$ cat src/rtl/tmr_irq_pkg.sv
package tmr_irq_pkg;
    localparam int ROUTE_W     = 5;
    localparam int ADDR_W      = 32;
    localparam int DATA_W      = 32;
    localparam int WORD_W      = ADDR_W + DATA_W;
    localparam int LEG_LINE_LO = 0;
    localparam int LEG_LINE_HI = 8;

    typedef struct packed {
        logic [ADDR_W-1:0] addr;
        logic [DATA_W-1:0] data;
    } msg_t;

    typedef enum logic [1:0] {
        DLV_NONE  = 2'd0,
        DLV_LEVEL = 2'd1,
        DLV_EDGE  = 2'd2,
        DLV_MSG   = 2'd3
    } dlv_kind_e;

    function automatic dlv_kind_e kind_of(logic act, logic msg, logic lvl);
        if (!act)     return DLV_NONE;
        else if (msg) return DLV_MSG;
        else if (lvl) return DLV_LEVEL;
        else          return DLV_EDGE;
    endfunction
endpackage

$ cat src/rtl/tmr_irq_status.sv
module tmr_irq_status
    import tmr_irq_pkg::*;
#(
    parameter int NUM_CH = 4
) (
    input  logic              clk,
    input  logic              rst,
    input  logic              glb_en,
    input  logic [NUM_CH-1:0] ch_fire,
    input  logic [NUM_CH-1:0] ch_enable,
    input  logic [NUM_CH-1:0] ch_level,
    input  logic [NUM_CH-1:0] ch_msg_en,
    input  logic              sts_wr,
    input  logic [NUM_CH-1:0] sts_wdata,
    output logic [NUM_CH-1:0] sts_q,
    output logic [NUM_CH-1:0] pulse_q,
    output logic [NUM_CH-1:0] msg_fire,
    output logic [NUM_CH-1:0] active
);
    logic [NUM_CH-1:0] set_lvl, set_edge, clr;

    always_comb begin
        for (int i = 0; i < NUM_CH; i++) begin
            active[i]   = ch_enable[i] & glb_en;
            set_lvl[i]  = 1'b0;
            set_edge[i] = 1'b0;
            msg_fire[i] = 1'b0;
            if (ch_fire[i]) begin
                unique case (kind_of(active[i], ch_msg_en[i], ch_level[i]))
                    DLV_LEVEL: set_lvl[i]  = 1'b1;
                    DLV_EDGE:  set_edge[i] = 1'b1;
                    DLV_MSG:   msg_fire[i] = 1'b1;
                    default:   ;
                endcase
            end
            clr[i] = (sts_wr & sts_wdata[i]) | ~active[i] | ch_msg_en[i];
        end
    end

    always_ff @(posedge clk) begin
        if (rst) begin
            sts_q   <= '0;
            pulse_q <= '0;
        end else begin
            sts_q   <= (sts_q & ~clr) | set_lvl;
            pulse_q <= set_edge;
        end
    end

    for (genvar g = 0; g < NUM_CH; g++) begin : g_chk

        inactive_clears_chk: assert property (@(posedge clk) disable iff (rst)
            !active[g] |=> !sts_q[g]);

        msg_mode_no_line_chk: assert property (@(posedge clk) disable iff (rst)
            ch_msg_en[g] |=> (!sts_q[g] && !pulse_q[g]));

        write_one_clears_chk: assert property (@(posedge clk) disable iff (rst)
            (sts_wr && sts_wdata[g] && !ch_fire[g]) |=> !sts_q[g]);

        edge_no_status_chk: assert property (@(posedge clk) disable iff (rst)
            (ch_fire[g] && active[g] && !ch_level[g] && !sts_q[g]) |=> !sts_q[g]);
    end
endmodule

$ cat src/rtl/tmr_irq_msg.sv
module tmr_irq_msg
    import tmr_irq_pkg::*;
#(
    parameter int NUM_CH = 4
) (
    input  logic                     clk,
    input  logic                     rst,
    input  logic [NUM_CH-1:0]        msg_fire,
    input  logic [NUM_CH-1:0]        keep,
    input  logic [NUM_CH*WORD_W-1:0] ch_msg_word,
    input  logic                     msg_ready,
    output logic                     msg_valid,
    output msg_t                     msg_out
);
    localparam int IDX_W = (NUM_CH > 1) ? $clog2(NUM_CH) : 1;

    logic [NUM_CH-1:0] pend_q, take;
    logic [IDX_W-1:0]  sel;
    logic              any, load;
    msg_t              pick;

    always_comb begin
        sel = '0;
        any = 1'b0;
        for (int i = NUM_CH - 1; i >= 0; i--) begin
            if (pend_q[i]) begin
                sel = IDX_W'(i);
                any = 1'b1;
            end
        end
        pick = ch_msg_word[sel*WORD_W +: WORD_W];
        load = !msg_valid || msg_ready;
        take = '0;
        if (load && any) take[sel] = 1'b1;
    end

    always_ff @(posedge clk) begin
        if (rst) begin
            pend_q    <= '0;
            msg_valid <= 1'b0;
            msg_out   <= '0;
        end else begin
            pend_q <= (pend_q & ~take & keep) | msg_fire;
            if (load) begin
                msg_valid <= any;
                if (any) msg_out <= pick;
            end
        end
    end


    msg_hold_chk: assert property (@(posedge clk) disable iff (rst)
        (msg_valid && !msg_ready) |=> (msg_valid && $stable(msg_out)));

    msg_onehot_take_chk: assert property (@(posedge clk) disable iff (rst)
        $onehot0(take));
endmodule

$ cat src/rtl/tmr_irq_legacy.sv
module tmr_irq_legacy (
    input  logic clk,
    input  logic rst,
    input  logic legacy_mode,
    input  logic leg_tick_in,
    input  logic leg_alarm_in,
    output logic tick_q,
    output logic alarm_q,
    output logic gate_q
);
    always_ff @(posedge clk) begin
        if (rst) begin
            tick_q  <= 1'b0;
            alarm_q <= 1'b0;
            gate_q  <= 1'b1;
        end else begin
            tick_q  <= leg_tick_in;
            alarm_q <= leg_alarm_in;
            gate_q  <= !legacy_mode;
        end
    end


    gate_follows_mode_chk: assert property (@(posedge clk) disable iff (rst)
        legacy_mode |=> !gate_q);

    alarm_tracked_chk: assert property (@(posedge clk) disable iff (rst)
        1'b1 |=> (alarm_q == $past(leg_alarm_in)));
endmodule

$ cat src/rtl/tmr_irq_lines.sv
module tmr_irq_lines
    import tmr_irq_pkg::*;
#(
    parameter int NUM_CH    = 4,
    parameter int NUM_LINES = 24
) (
    input  logic [NUM_CH-1:0]         req,
    input  logic [NUM_CH*ROUTE_W-1:0] ch_route,
    input  logic                      legacy_mode,
    input  logic                      tick_q,
    input  logic                      alarm_q,
    output logic [NUM_LINES-1:0]      irq_lines
);
    logic [ROUTE_W-1:0] eff_route [NUM_CH];

    always_comb begin
        for (int i = 0; i < NUM_CH; i++) begin
            if (legacy_mode && i == 0)      eff_route[i] = ROUTE_W'(LEG_LINE_LO);
            else if (legacy_mode && i == 1) eff_route[i] = ROUTE_W'(LEG_LINE_HI);
            else                            eff_route[i] = ch_route[i*ROUTE_W +: ROUTE_W];
        end
    end

    for (genvar l = 0; l < NUM_LINES; l++) begin : g_line
        logic hit;
        always_comb begin
            hit = 1'b0;
            for (int i = 0; i < NUM_CH; i++)
                if (req[i] && eff_route[i] == ROUTE_W'(l)) hit = 1'b1;
            if (l == LEG_LINE_LO && !legacy_mode) hit = hit | tick_q;
            if (l == LEG_LINE_HI && !legacy_mode) hit = hit | alarm_q;
        end
        assign irq_lines[l] = hit;
    end
endmodule

$ cat src/rtl/tmr_irq_router.sv
module tmr_irq_router
    import tmr_irq_pkg::*;
#(
    parameter int NUM_CH    = 4,
    parameter int NUM_LINES = 24
) (
    input  logic                      clk,
    input  logic                      rst,
    input  logic                      glb_en,
    input  logic                      legacy_mode,
    input  logic [NUM_CH-1:0]         ch_fire,
    input  logic [NUM_CH-1:0]         ch_enable,
    input  logic [NUM_CH-1:0]         ch_level,
    input  logic [NUM_CH-1:0]         ch_msg_en,
    input  logic [NUM_CH*5-1:0]       ch_route,
    input  logic [NUM_CH*64-1:0]      ch_msg_word,
    input  logic                      sts_wr,
    input  logic [NUM_CH-1:0]         sts_wdata,
    input  logic                      leg_tick_in,
    input  logic                      leg_alarm_in,
    input  logic                      msg_ready,
    output logic [NUM_LINES-1:0]      irq_lines,
    output logic [NUM_CH-1:0]         status_out,
    output logic                      msg_valid,
    output logic [31:0]               msg_addr,
    output logic [31:0]               msg_data,
    output logic                      tick_gate_out
);
    logic [NUM_CH-1:0] sts_q, pulse_q, msg_fire, active;
    logic              tick_q, alarm_q;
    msg_t              msg_out;

    tmr_irq_status #(.NUM_CH(NUM_CH)) u_status (
        .clk(clk), .rst(rst), .glb_en(glb_en), .ch_fire(ch_fire),
        .ch_enable(ch_enable), .ch_level(ch_level), .ch_msg_en(ch_msg_en),
        .sts_wr(sts_wr), .sts_wdata(sts_wdata), .sts_q(sts_q),
        .pulse_q(pulse_q), .msg_fire(msg_fire), .active(active)
    );

    tmr_irq_msg #(.NUM_CH(NUM_CH)) u_msg (
        .clk(clk), .rst(rst), .msg_fire(msg_fire), .keep(active & ch_msg_en),
        .ch_msg_word(ch_msg_word), .msg_ready(msg_ready),
        .msg_valid(msg_valid), .msg_out(msg_out)
    );

    tmr_irq_legacy u_legacy (
        .clk(clk), .rst(rst), .legacy_mode(legacy_mode),
        .leg_tick_in(leg_tick_in), .leg_alarm_in(leg_alarm_in),
        .tick_q(tick_q), .alarm_q(alarm_q), .gate_q(tick_gate_out)
    );

    tmr_irq_lines #(.NUM_CH(NUM_CH), .NUM_LINES(NUM_LINES)) u_lines (
        .req(sts_q | pulse_q), .ch_route(ch_route), .legacy_mode(legacy_mode),
        .tick_q(tick_q), .alarm_q(alarm_q), .irq_lines(irq_lines)
    );

    assign status_out = sts_q;
    assign msg_addr   = msg_out.addr;
    assign msg_data   = msg_out.data;


    legacy_ch0_line_chk: assert property (@(posedge clk) disable iff (rst)
        (legacy_mode && status_out[0]) |-> irq_lines[LEG_LINE_LO]);

    reset_quiet_chk: assert property (@(posedge clk)
        rst |=> (!msg_valid && status_out == '0 && tick_gate_out));
endmodule

$ cat config.mk
export PLATFORM = sky130hd
export DESIGN_NAME = tmr_irq_router
export DESIGN_NICKNAME = d
export VERILOG_FILES = /design/src/rtl/tmr_irq_pkg.sv /design/src/rtl/tmr_irq_status.sv /design/src/rtl/tmr_irq_msg.sv /design/src/rtl/tmr_irq_legacy.sv /design/src/rtl/tmr_irq_lines.sv /design/src/rtl/tmr_irq_router.sv
export SDC_FILE = /design/constraint.sdc
export NUM_CORES = 1
export LEC_CHECK = 0
export ABC_AREA = 1
export CAP_MARGIN = 0
export CORE_AREA = 5 5 149 151
export CTS_CLUSTER_SIZE = 14
export DETAILED_ROUTE_END_ITERATION = 8
export DIE_AREA = 0 0 154 156
export GPL_ROUTABILITY_DRIVEN = 0
export PLACE_DENSITY = 0.7
export SLEW_MARGIN = 20
export SYNTH_ARGS = -nofsm -noshare
export SYNTH_HDL_FRONTEND = slang
export SYNTH_SLANG_ARGS = --single-unit
$ cat constraint.sdc
create_clock -name clk -period 1.59 [get_ports clk]
set_input_delay 0.2385 -clock clk [delete_from_list [all_inputs] [get_ports clk]]
set_output_delay 0.2385 -clock clk [all_outputs]
set_load 0.005 [all_outputs]
### After elaboration in Yosys (flattened, before gate mapping)

Index checks and enable logic that the tools add are counted.
Widths: inputs -> output; s select.

* order comparisons: 2
* equal/unequal tests: 104
* shift-type cells: 1
* multiplexer cells: 147
* bitwise logic cells: 35
* reductions and logical operators: 110

Operators by type and width (number)
* $shiftx 256x9->64: 1
* $eq 5x4->1 const B: 32
* $eq 5x5->1 const B: 32
* $mux 1: 123
* $logic_and 1x1->1: 98
* $eq 5x3->1 const B: 16
* $eq 5x2->1 const B: 8
* $mux 2: 20
* $eq 5x1->1 const B: 4
* $logic_not 5->1: 4
* $and 4x4->4: 4
* $eq 2x2->1 const B: 8
* $or 4x4->4: 3
* $mux 5: 2
* $or 1x1->1: 10
* $and 1x1->1: 8
* $eq 2x1->1 const B: 4
* $not 1->1: 8
* $not 4->4: 2
* $reduce_or 2->1: 4
* $mux 4: 1
* $lt 2x3->1 const B: 1
* $demux 1 s2: 1
* $ge 2x1->1 const B: 1
* other kinds (3): 4

* register bits after elaboration: 80
* bits of input ports: 304
* output and inout port bits: 94

### Logic depth before layout (Yosys ltp)

* depth in word-level cells: 13
* depth in mapped cells: 10
* gate-level depth less buffers: 8

### Cells and area by module

From an unflattened synthesis, not the netlist that was laid out.

* cell total of the unflattened synthesis: 1230
* area, all modules: 6727.7 um^2

By module, submodules not included
* tmr_irq_msg: times used 1, cells an instance 804, area an instance 4690.7 um^2, sequential area each 1381.3 um^2
* tmr_irq_lines: times used 1, cells an instance 324, area an instance 1450.1 um^2, sequential area each 0.0 um^2
* tmr_irq_status: times used 1, cells an instance 73, area an instance 429.2 um^2, sequential area each 160.2 um^2
* tmr_irq_legacy: times used 1, cells an instance 9, area an instance 82.6 um^2, sequential area each 60.1 um^2
* tmr_irq_router: times used 1, cells an instance 20, area an instance 75.1 um^2, sequential area each 0.0 um^2

### Worst setup path before layout

No wires, ideal clock.

* path type: input port to output port
* from: in legacy_mode
* to: out irq_lines[22]
* arrival: 1230 ps
* setup slack: 121 ps
* cell stages on the path: 9
* path through: inv_1 buf_2 nand2_1 nor2_1 inv_1 nor2_1 nand2_1 nand4_1 buf_4

* longest elaborated chain between the ends: 7
* elaborated cells on any way between the ends: 10
* classes of those cells: eq/ne (2); mux (6); reduce/logical (2)

Ends and longest elaborated chain
* start: declaration: line tmr_irq_router.sv:10 `input logic legacy_mode,`
* $mux 5: line tmr_irq_lines.sv:18 `if (legacy_mode && i == 0) eff_route[i] = ROUTE_W'(LEG_LINE_LO);`
* $eq 5x5->1: line tmr_irq_lines.sv:29 `if (req[i] && eff_route[i] == ROUTE_W'(l)) hit = 1'b1;`
* $logic_and 1x1->1: line tmr_irq_lines.sv:29
* $mux 1: line tmr_irq_lines.sv:29
* $mux 1 * (3 in series): line tmr_irq_lines.sv:29
* end: declaration: line tmr_irq_router.sv:22 `output logic [NUM_LINES-1:0] irq_lines,`

Mark *: on every way between the ends. The rest lies on a longest branch, timed or not.

### Final worst setup path

* from: reg u_status.sts_q[3]
* to: out irq_lines[22]

* longest elaborated chain between the ends: 3

Ends and longest elaborated chain
* start: declaration: line tmr_irq_status.sv:15 `output logic [NUM_CH-1:0] sts_q,`
* start signal: assignment: line tmr_irq_status.sv:45 `sts_q <= (sts_q & ~clr) | set_lvl;`
* $or 4x4->4: line tmr_irq_router.sv:53 `.req(sts_q | pulse_q), .ch_route(ch_route), .legacy_mode(legacy_mode),`
* $logic_and 1x1->1: line tmr_irq_lines.sv:29
* $mux 1: line tmr_irq_lines.sv:29

No other way between the ends.

==> flow_summary.json <==
{
  "outcome": "complete, but fails checks",
  "violations": "setup timing",
  "ys.warnings.count": 0,
  "setup_viol": 26,
  "clockPowerShare_pct": 33.1,
  "antenna_found_initial": 2,
  "path_buf_inv": 2,
  "ys.flop_type": "dfxtp_1",
  "rsz0062_at_grt": "yes",
  "synth_edf_count": 0,
  "switching_share_pct": 27.78,
  "dp_hpwl_um": 26350,
  "setup_slack_ns": -0.1640,
  "power.density_mw_per_mm2": 527.4,
  "die_area_mm2": 0.02402,
  "ir_drop_uv": 458.9,
  "cts_tree": "yes",
  "crit_type": "flip-flop to output port",
  "synth_cells": 1185,
  "fin_nets": 1932,
  "r2r-end": "u_msg.msg_out[20]$_SDFFE_PP0P_",
  "yosysMostFrequentCell": "nand3_1",
  "cpMaxStageDelayCell": "dfxtp_4",
  "cp.arrival_ns": 1.52,
  "r2r_slack_ns": -0.01,
  "core_mm2": 0.02069,
  "crit_cells": 6,
  "worstPathRequired_ns": 1.35,
  "start_util_pct": 31.41,
  "cp_max_fo": 8,
  "p_switching_mw": 1.844,
  "post-route-min-period_ns": 1.754,
  "drv_cap": 0,
  "combPwrFrac_pct": 34.0,
  "seqPwrFrac_pct": 32.9,
  "cp-start-kind": "flip-flop",
  "crit_chain": "nor2_4 -> buf_6 -> nor2_4 -> nand2_1 -> nand4_1 -> buf_2",
  "crit_top_cell": "nor2_4",
  "yosysSeqAreaShare_pct": 24.64,
  "drv_slew": 0,
  "finalWirelength_um": 36530,
  "whs_path_depth": 3,
  "power_mw": 6.640,
  "period_share_pct": 110.3,
  "setup.worst_path.end": "irq_lines[22]",
  "viasPerCell": 5.155,
  "area_delta_synth_final_pct": 93.74,
  "yosysTopAreaCell": "dfxtp_1",
  "p_leak_nw": 5.519,
  "yosysTopAreaCellShare_pct": 24.64,
  "grt_pass1_wl_um": 51690,
  "grt.overflow.total": 0,
  "yosys-top-cells-area": "dfxtp_1 25%, nand3_1 23%, nand2_1 17%",
  "internal_power_mw": 4.795,
  "synthArstFlopShare_pct": 0,
  "cpLargestDelayFamily": "simple AND/OR/NAND/NOR gates",
  "cts_buffer_depth": 2,
  "synth_seq_cells": 80,
  "grt_pass1_vias": 9173,
  "seqCellArea_mm2": 0.001634,
  "hold_buffers": 0,
  "grt_max_degree": 69,
  "slowest_delay_ns": 0.38,
  "crit_start": "u_status.sts_q[3]$_SDFF_PP0_",
  "hold_path_class": "primary input to flip-flop",
  "ant_nets": 0,
  "setup_tns_ns": -2.632,
  "clk_pin_slew_ns": 0.06,
  "synth_cell_types": 21,
  "netlist_area_mm2": 0.006499,
  "hold_violations": 0,
  "tightest_slew_ns": 0.3754,
  "clock_sinks": 80,
  "cts_buffers": 9,
  "die_height_um": 156,
  "ios": 398,
  "clock_latency_ns": 0.34,
  "drive_gt1_share_pct": 18.52,
  "avgSynthCellArea_um2": 5.484,
  "cts_htree_levels": 3,
  "r2r-start": "u_msg.pend_q[1]$_SDFF_PP0_",
  "max_freq_mhz": 570.1,
  "grtUsageTotal_pct": 27.22,
  "vias": 9830,
  "finalClockSkew_ns": 0.01383,
  "port_buffers": 397,
  "die_w_um": 154,
  "syn_nets": 1489,
  "synthTopCellsByCount": "298 x nand3_1, 292 x nand2_1, 183 x nor2_1",
  "slew_headroom_pct": 74.74,
  "critPathCaptureType": "output port",
  "cts-root-buf": "clkbuf_16",
  "dp_slack_ns": -0.8227,
  "num_rows": 53,
  "first_iter_violations": 794,
  "wl_per_cell_um": 19.16,
  "drt_pass1_iterations": 5,
  "drc": 0,
  "worstRegToRegCells": 10,
  "multi_input_area_mm2": 0.004494,
  "filler_cell_count": 1934,
  "final_core_util_pct": 60.86
}
logic make-up (layout without fill, tap and decap cells):
logic type      Yosys count  in the layout  share of synthesized area [%]
simple gates            811            811                          54.00
other cells               0              1                              0
compound gates           85             85                          6.835
buf+inv                 209            655                          14.52
flops                    80             80                          24.64
power by group through the flow:
stage                     registers (mW)  logic, mW  clock network [mW]
after floorplan                     2.24      0.609                   0
after global placement              2.23       1.99                   0
after detailed placement            2.23       2.00                   0
after CTS                           2.19       2.08                2.26
after global routing                2.20       2.40                2.32
final                               2.19       2.26                2.19
sequential cells by signal (all words and copies together) (netlist names):
| signal | count |
|---|---|
| u_msg.msg_valid | 1 |
| u_status.pulse_q | 4 |
| u_status.sts_q | 4 |
| u_msg.pend_q | 4 |
| u_msg.msg_out | 64 |
| u_legacy.alarm_q | 1 |
| u_legacy.gate_q | 1 |
| u_legacy.tick_q | 1 |
worst min path at each step:
stage,start,end,slack [ns]
finish,legacy_mode,u_legacy.gate_q$_SDFF_PP1_,0.26
global route,legacy_mode,u_legacy.gate_q$_SDFF_PP1_,0.27
CTS,legacy_mode,u_legacy.gate_q$_SDFF_PP1_,0.35
detailed placement,u_status.sts_q[1]$_SDFF_PP0_,u_status.sts_q[1]$_SDFF_PP0_,0.51
global placement,u_msg.msg_out[23]$_SDFFE_PP0P_,u_msg.msg_out[23]$_SDFFE_PP0P_,0.50
floorplan,legacy_mode,u_legacy.gate_q$_SDFF_PP1_,0.31
tightest hold or removal path: stages:
cell and delay (ns):
clkbuf_2 0.10, buf_4 0.18, nand2_1 0.07
cell type report:
class	count	area share, %
Antenna cell	1	0.01987
Clock buffer	11	1.848
Clock inverter	3	0.5466
Inverter	106	3.160
Multi-Input combinational cell	896	35.70
Sequential cell	80	12.98
Tap cell	275	2.733
Timing Repair Buffer	535	43.02
metrics by stage:
stage	area (µm²)	cells	hold slack, ns
finish	12590	1907	0.2645
global route	12590	1907	0.2677
CTS	11960	1884	0.3454
detailed placement	11220	1845	0.5078
global placement	11220	1845	0.5035
floorplan	6499	1185	0.3085
metal layers:
| metal | GRT usage (%) | share of wire (%) | vias up |
|---|---|---|---|
| li1 | - | - | 4712 |
| met5 | 0 | 0.044 | - |
| met4 | 10.43 | 3.6 | 2 |
| met3 | 6.630 | 8.5 | 108 |
| met2 | 46.76 | 49 | 543 |
| met1 | 32.92 | 38 | 4465 |
repair_timing:
item / 4_1_cts / 5_1_grt
gates resized for setup: 241 / 88
setup buffers: 25 / 18
pin swaps: 39 / 38
endpoints found under the setup margin: 42 / 69
gates cloned: 1 / 9
layout by cell type, fill, tap and decap left out, types with 4 or more instances in the layout:
master	synthesis	final
dfxtp_1	80	68
clkbuf_16	0	17
o21ai_0	73	61
nor2_2	0	23
buf_4	25	80
nand3_2	0	13
a21oi_1	4	4
nor2_4	1	21
o21ai_4	0	6
nand4_1	26	26
dlygate4sd2_1	0	18
inv_1	106	95
clkdlybuf4s50_1	0	350
dfxtp_2	0	5
nand2_2	0	20
buf_8	0	4
buf_12	0	19
nor2_1	183	140
nand2_1	292	263
nor3_2	0	5
buf_6	0	25
inv_2	0	11
dfxtp_4	0	7
nand3_1	298	284
nand2_4	0	9
o21ai_1	1	5
buf_2	52	24
(Power assumes the default switching activity.)
